### src/rtl/alu_pkg.sv
package alu_pkg;

    typedef enum logic [4:0] {
        OP_ADD   = 5'd0,
        OP_ADDC  = 5'd1,
        OP_SUB   = 5'd2,
        OP_SUBB  = 5'd3,
        OP_RSUBB = 5'd4,
        OP_INC   = 5'd5,
        OP_DEC   = 5'd6,
        OP_NEG   = 5'd7,
        OP_AND   = 5'd8,
        OP_IOR   = 5'd9,
        OP_XOR   = 5'd10,
        OP_COM   = 5'd11,
        OP_MOVF  = 5'd12,
        OP_RLC   = 5'd13,
        OP_RRC   = 5'd14,
        OP_RLN   = 5'd15,
        OP_RRN   = 5'd16,
        OP_SWAP  = 5'd17,
        OP_SETF  = 5'd18,
        OP_MOVW  = 5'd19,
        OP_CLR   = 5'd20,
        OP_INCS  = 5'd21,
        OP_DECS  = 5'd22,
        OP_BTG   = 5'd23,
        OP_BSF   = 5'd24,
        OP_BCF   = 5'd25
    } alu_op_e;

    // status word, bit 4 down to bit 0
    typedef struct packed {
        logic n;
        logic ov;
        logic z;
        logic dc;
        logic c;
    } flags_t;

    localparam flags_t MASK_ALL  = '{n: 1'b1, ov: 1'b1, z: 1'b1, dc: 1'b1, c: 1'b1};
    localparam flags_t MASK_ZN   = '{n: 1'b1, ov: 1'b0, z: 1'b1, dc: 1'b0, c: 1'b0};
    localparam flags_t MASK_CZN  = '{n: 1'b1, ov: 1'b0, z: 1'b1, dc: 1'b0, c: 1'b1};
    localparam flags_t MASK_Z    = '{n: 1'b0, ov: 1'b0, z: 1'b1, dc: 1'b0, c: 1'b0};
    localparam flags_t MASK_NONE = '0;

    // operations whose result comes from the adder
    function automatic logic uses_adder(alu_op_e op);
        case (op)
            OP_ADD, OP_ADDC, OP_SUB, OP_SUBB, OP_RSUBB,
            OP_INC, OP_DEC, OP_NEG, OP_INCS, OP_DECS: return 1'b1;
            default: return 1'b0;
        endcase
    endfunction

    // which status bits an operation is allowed to write
    function automatic flags_t flag_mask(alu_op_e op);
        case (op)
            OP_ADD, OP_ADDC, OP_SUB, OP_SUBB, OP_RSUBB,
            OP_INC, OP_DEC, OP_NEG:                     return MASK_ALL;
            OP_AND, OP_IOR, OP_XOR, OP_COM, OP_MOVF,
            OP_RLN, OP_RRN:                             return MASK_ZN;
            OP_RLC, OP_RRC:                             return MASK_CZN;
            OP_CLR:                                     return MASK_Z;
            default:                                    return MASK_NONE;
        endcase
    endfunction

    // operations without a destination choice write the file register
    function automatic logic forces_file(alu_op_e op);
        case (op)
            OP_NEG, OP_SETF, OP_MOVW, OP_CLR,
            OP_BTG, OP_BSF, OP_BCF: return 1'b1;
            default:                return 1'b0;
        endcase
    endfunction

endpackage

### src/rtl/alu_addsub.sv
module alu_addsub
    import alu_pkg::*;
#(
    parameter int DATA_W = 8,
    localparam int HALF_W = DATA_W / 2
) (
    input  alu_op_e             op,
    input  logic [DATA_W-1:0]   wval,
    input  logic [DATA_W-1:0]   fval,
    input  logic                cin,
    output logic [DATA_W-1:0]   sum,
    output logic                c_out,
    output logic                dc_out,
    output logic                ov_out
);

    logic [DATA_W-1:0] opa;
    logic [DATA_W-1:0] opb;
    logic              ci;
    logic [DATA_W:0]   full;
    logic [HALF_W:0]   low;

    // every form is opa + opb + ci; subtraction feeds the inverted subtrahend
    always_comb begin
        opa = fval;
        opb = '0;
        ci  = 1'b0;
        case (op)
            OP_ADD:           begin opa = wval; opb = fval;  ci = 1'b0; end
            OP_ADDC:          begin opa = wval; opb = fval;  ci = cin;  end
            OP_SUB:           begin opa = fval; opb = ~wval; ci = 1'b1; end
            OP_SUBB:          begin opa = fval; opb = ~wval; ci = cin;  end
            OP_RSUBB:         begin opa = wval; opb = ~fval; ci = cin;  end
            OP_INC, OP_INCS:  begin opa = fval; opb = '0;    ci = 1'b1; end
            OP_DEC, OP_DECS:  begin opa = fval; opb = '1;    ci = 1'b0; end
            OP_NEG:           begin opa = '0;   opb = ~fval; ci = 1'b1; end
            default:          begin opa = fval; opb = '0;    ci = 1'b0; end
        endcase
    end

    assign full   = {1'b0, opa} + {1'b0, opb} + {{DATA_W{1'b0}}, ci};
    assign low    = {1'b0, opa[HALF_W-1:0]} + {1'b0, opb[HALF_W-1:0]} + {{HALF_W{1'b0}}, ci};
    assign sum    = full[DATA_W-1:0];
    assign c_out  = full[DATA_W];
    assign dc_out = low[HALF_W];
    assign ov_out = (opa[DATA_W-1] == opb[DATA_W-1]) && (full[DATA_W-1] != opa[DATA_W-1]);

endmodule

### src/rtl/alu_shuffle.sv
module alu_shuffle
    import alu_pkg::*;
#(
    parameter int DATA_W = 8,
    localparam int HALF_W = DATA_W / 2,
    localparam int BSEL_W = $clog2(DATA_W)
) (
    input  alu_op_e             op,
    input  logic [DATA_W-1:0]   wval,
    input  logic [DATA_W-1:0]   fval,
    input  logic                cin,
    input  logic [BSEL_W-1:0]   bsel,
    output logic [DATA_W-1:0]   res,
    output logic                c_rot
);

    logic [DATA_W-1:0] onehot;

    for (genvar i = 0; i < DATA_W; i++) begin : g_bitdec
        assign onehot[i] = (bsel == BSEL_W'(i));
    end

    always_comb begin
        res = fval;
        case (op)
            OP_AND:  res = wval & fval;
            OP_IOR:  res = wval | fval;
            OP_XOR:  res = wval ^ fval;
            OP_COM:  res = ~fval;
            OP_MOVF: res = fval;
            OP_RLC:  res = {fval[DATA_W-2:0], cin};
            OP_RRC:  res = {cin, fval[DATA_W-1:1]};
            OP_RLN:  res = {fval[DATA_W-2:0], fval[DATA_W-1]};
            OP_RRN:  res = {fval[0], fval[DATA_W-1:1]};
            OP_SWAP: res = {fval[HALF_W-1:0], fval[DATA_W-1:HALF_W]};
            OP_SETF: res = '1;
            OP_MOVW: res = wval;
            OP_CLR:  res = '0;
            OP_BTG:  res = fval ^ onehot;
            OP_BSF:  res = fval | onehot;
            OP_BCF:  res = fval & ~onehot;
            default: res = fval;
        endcase
    end

    always_comb begin
        case (op)
            OP_RLC:  c_rot = fval[DATA_W-1];
            OP_RRC:  c_rot = fval[0];
            default: c_rot = 1'b0;
        endcase
    end

endmodule

### src/rtl/alu_flagsel.sv
module alu_flagsel
    import alu_pkg::*;
#(
    parameter int DATA_W = 8
) (
    input  alu_op_e             op,
    input  logic [DATA_W-1:0]   add_sum,
    input  logic                add_c,
    input  logic                add_dc,
    input  logic                add_ov,
    input  logic [DATA_W-1:0]   shf_res,
    input  logic                shf_c,
    input  flags_t              old_flags,
    output logic [DATA_W-1:0]   result,
    output flags_t              new_flags
);

    flags_t cand;
    flags_t mask;
    logic   from_adder;

    assign from_adder = uses_adder(op);
    assign mask       = flag_mask(op);
    assign result     = from_adder ? add_sum : shf_res;

    always_comb begin
        cand.c  = from_adder ? add_c : shf_c;
        cand.dc = add_dc;
        cand.ov = add_ov;
        cand.z  = (result == '0);
        cand.n  = result[DATA_W-1];
    end

    assign new_flags = (cand & mask) | (old_flags & ~mask);

endmodule

### src/rtl/byte_alu.sv
module byte_alu
    import alu_pkg::*;
#(
    parameter int DATA_W = 8,
    localparam int BSEL_W = $clog2(DATA_W)
) (
    input  logic                clk,
    input  logic                rst,
    input  logic                op_valid,
    input  logic [4:0]          op_code,
    input  logic                dest_sel,
    input  logic [BSEL_W-1:0]   bit_sel,
    input  logic [DATA_W-1:0]   wreg_in,
    input  logic [DATA_W-1:0]   file_in,
    input  logic                carry_in,
    output logic                res_valid,
    output logic [DATA_W-1:0]   res_data,
    output logic                res_to_file,
    output logic [4:0]          flags
);

    alu_op_e           op;
    logic [DATA_W-1:0] add_sum;
    logic              add_c;
    logic              add_dc;
    logic              add_ov;
    logic [DATA_W-1:0] shf_res;
    logic              shf_c;
    logic [DATA_W-1:0] nxt_res;
    flags_t            nxt_flags;
    flags_t            flags_q;

    assign op = alu_op_e'(op_code);

    alu_addsub #(.DATA_W(DATA_W)) u_addsub (
        .op     (op),
        .wval   (wreg_in),
        .fval   (file_in),
        .cin    (carry_in),
        .sum    (add_sum),
        .c_out  (add_c),
        .dc_out (add_dc),
        .ov_out (add_ov)
    );

    alu_shuffle #(.DATA_W(DATA_W)) u_shuffle (
        .op    (op),
        .wval  (wreg_in),
        .fval  (file_in),
        .cin   (carry_in),
        .bsel  (bit_sel),
        .res   (shf_res),
        .c_rot (shf_c)
    );

    alu_flagsel #(.DATA_W(DATA_W)) u_flagsel (
        .op        (op),
        .add_sum   (add_sum),
        .add_c     (add_c),
        .add_dc    (add_dc),
        .add_ov    (add_ov),
        .shf_res   (shf_res),
        .shf_c     (shf_c),
        .old_flags (flags_q),
        .result    (nxt_res),
        .new_flags (nxt_flags)
    );

    always_ff @(posedge clk) begin
        if (rst) begin
            res_valid   <= 1'b0;
            res_data    <= '0;
            res_to_file <= 1'b0;
            flags_q     <= '0;
        end else begin
            res_valid <= op_valid;
            if (op_valid) begin
                res_data    <= nxt_res;
                res_to_file <= dest_sel | forces_file(op);
                flags_q     <= nxt_flags;
            end
        end
    end

    assign flags = flags_q;

endmodule

### config.mk
export PLATFORM = sky130hd
export DESIGN_NAME = byte_alu
export DESIGN_NICKNAME = d
export VERILOG_FILES = /design/src/rtl/alu_pkg.sv /design/src/rtl/alu_addsub.sv /design/src/rtl/alu_shuffle.sv /design/src/rtl/alu_flagsel.sv /design/src/rtl/byte_alu.sv
export SDC_FILE = /design/constraint.sdc
export NUM_CORES = 1
export LEC_CHECK = 0
export ABC_AREA = 1
export BUFFER_PORTS_ARGS = -buffer_cell sky130_fd_sc_hd__buf_2
export CAP_MARGIN = 10
export CORE_MARGIN = 2
export CORE_UTILIZATION = 53
export DETAILED_ROUTE_END_ITERATION = 12
export PLACE_DENSITY = 0.74
export SLEW_MARGIN = 20
export SYNTH_ARGS = -nofsm -noshare
export SYNTH_HDL_FRONTEND = slang
export SYNTH_SLANG_ARGS = --single-unit
### constraint.sdc
create_clock -name clk -period 3.2 [get_ports clk]
set_input_delay 0.32 -clock clk [delete_from_list [all_inputs] [get_ports clk]]
set_output_delay 0.32 -clock clk [all_outputs]
set_load 0.005 [all_outputs]
==> results_dict.tcl <==
set metrics [dict create \
    status "finished, final reports clean" \
    pwr-share-seq_pct 25.9 \
    track_usage_pct 31.9 \
    die_h_um 78.6 \
    area_growth_pct 19.8 \
    netlist_area_um2 2950 \
    relSlewSlack_pct 60.4 \
    cts_root_buffer "clkbuf_8" \
    p_switching_uw 350 \
    place.gp.congestion 1.02 \
    crit_slowest_cell "fa_1" \
    synth_area_leaders "nand2_1 24%, dfxtp_1 10%, inv_1 8.1%" \
    n_antenna_cell 0 \
    ys.flop_type "dfxtp_1" \
    rr_worst_depth 2 \
    dpl_worst_slack_ns -0.199 \
    yosys.cell_types.count 42 \
    synth_compound_area_share_pct 19.7 \
    routed_wl_um 9960 \
    holdPathStages 2 \
    synth_xor_area_share_pct 0.297 \
    synth_adder_area_share_pct 6.03 \
    cts.path.max_buffers 2 \
    period_share_pct 93.2 \
    drc 0 \
    p_int_uw 452 \
    fmax_mhz 335 \
    min_period_ns 2.98 \
    ys_seq_area_share_pct 10.2 \
    dr_wl_met3_um 1080 \
    cts_made_buffers 3 \
    min-delay-start "rst" \
    synth_common_cells "190 x nand2_1, 64 x inv_1, 60 x nor2_1, 44 x nand3_1, 31 x o21ai_0" \
    vias_per_cell 5.60 \
    crit_type "in2reg" \
    yosys.area_share.simple_pct 50.9 \
    hold_viol_final 0 \
    fin_tns_setup_ns 0 \
    crit_path_end_kind "flip-flop" \
    fin_skew_ns 0 \
    synth_nets 593 \
    yosysTopAreaCell "nand2_1" \
    dp_hpwl_um 7770 \
    setup_viol 0 \
    drive_gt1_share_pct 22.1 \
    io_pins 44 \
    worstSkewPairLatency_ns 0.24 \
    tritoncts "done" \
    clock-sinks 15 \
    overflow 0 \
    wl_met2_um 4500 \
    h-tree-depth 1 \
    pwr-share-comb_pct 55.6 \
    core_um2 5440 \
    async_flop_share_pct 0 \
    max_stage_delay_ns 0.38 \
    cpMostUsedCell "nand2_1" \
    maxCapViolCount 0 \
    dieArea_um2 6170 \
    swShare_pct 43.6 \
    postCtsHoldBufs 0 \
    hp-class "in2reg" \
    p_leak_nw 1.99 \
    fin_ws_ns 0.217 \
    initial_core_util_pct 54.2 \
    total_power_uw 802 \
    pwr-share-clk_pct 18.5 \
    vias 3843 \
    die_x_um 78.6 \
    synthCells 551 \
    dr.pass1.iters 5 \
    drv_slew 0 \
    grt_pass1_vias 3401 \
    worstPathRequired_ns 3.38 \
    syn_avg_cell_area_um2 5.35 \
    drt-met1-wl_um 4200 \
    clk_pin_slew_worst_paths_ns 0.05 \
    arrival_ns 3.16 \
    grt_pass1_wl_um 16000 \
    drt_iter0_drc 592 \
    detail_route.wl_per_cell_um 14.5 \
    final_cells 686 \
    nNetsFinal 657 \
    detail-route-antenna-nets 0 \
    vdd_drop_max_mv 0.470 \
    yosysMostFrequentCell "nand2_1" \
    num_rows 27 \
    yosysWarnings 0 \
    antenna_found_initial 0 \
    placedCellCount 679 \
    synth_seq_cells 15 \
    worstPathMaxFanout 4 \
    p_per_area_nw_per_um2 227 \
    synth_edf_count 0 \
    highest_layer "met4" \
    io_buffers 43 \
    synth_top_family_by_area "simple AND/OR/NAND/NOR gates" \
    startpoint_type "input port" \
    worst_pin_slew_ns 0.592 \
    synthMuxAreaShare_pct 0 \
    grt_max_degree 21 \
    synth_top_area_share_pct 24.2 \
    regToRegSetupSlack_ns 2.55 \
]
## logic make-up after synthesis
kind of cell	Yosys count
simple gates	336
buf+inv	88
flops	15
compound gates	98
fa+ha+maj	13
xor+xnor	1
## through the flow
stage          hold slack [ns]  cell area, um2  util (%)
6_report                 0.295            3530      64.9
5_1_grt                  0.301            3530      64.9
4_1_cts                  0.296            3420      62.8
3_5_place_dp             0.460            3370      62.0
3_3_place_gp             0.459            3370      62.0
2_1_floorplan            0.389            2950         -
## layer usage
layer / up-vias / global-route usage [%]
met3: 21 / 4.48
li1: 1924 / -
met2: 236 / 53.6
met4: 0 / 10.2
met1: 1662 / 42.0
met5: - / 0
## final cells by class
class	instances	area, um2
tap	72	90.1
timing repair buffer	76	463
inverter	71	274
sequential	15	300
multi-input combinational	448	2360
fill	530	1910
clock buffer	4	45.0
## worst max-delay path by stage
stage,start,to,slack [ns]
2_1_floorplan,op_code[0],flip-flop,0.03
3_3_place_gp,op_code[0],flip-flop,0.02
3_5_place_dp,op_code[0],flip-flop,-0.20
4_1_cts,op_code[1],flip-flop,0.06
5_1_grt,op_code[1],flip-flop,-0.05
6_report,op_code[1],flip-flop,0.22
## critical path: cells and delay by family
kind                       cells  cell delay (ns)
and+or+nand+nor               15             1.11
adders and majority gates      3             0.79
AOI/OAI and AO/OA              4             0.55
buffers and inverters          5             0.40
## power by group through the flow
stage / Sequential (mW) / Clock, mW / Combinational (mW)
final: 0.208 / 0.148 / 0.446
after global routing: 0.209 / 0.159 / 0.494
after CTS: 0.208 / 0.152 / 0.415
after detailed placement: 0.212 / 0 / 0.412
after global placement: 0.211 / 0 / 0.409
after floorplan: 0.213 / 0 / 0.275
## what timing repair did
item	4_1_cts	5_1_grt
resized for setup	0	28
buffers inserted	0	3
endpoints found under the setup margin	0	6
## cell usage in the layout, fill, tap and decap left out, types with 7 or more instances in the layout
cell type / instances
dfxtp_1: 15
o211ai_1: 13
nor3_1: 7
nand2_2: 11
buf_4: 33
a21oi_2: 7
o21ai_1: 8
ha_1: 9
nand2_1: 186
inv_1: 61
o21ai_0: 28
nor2_1: 56
a21oi_1: 23
buf_2: 43
nand3_1: 44
Power figures use the tool's default switching activity.
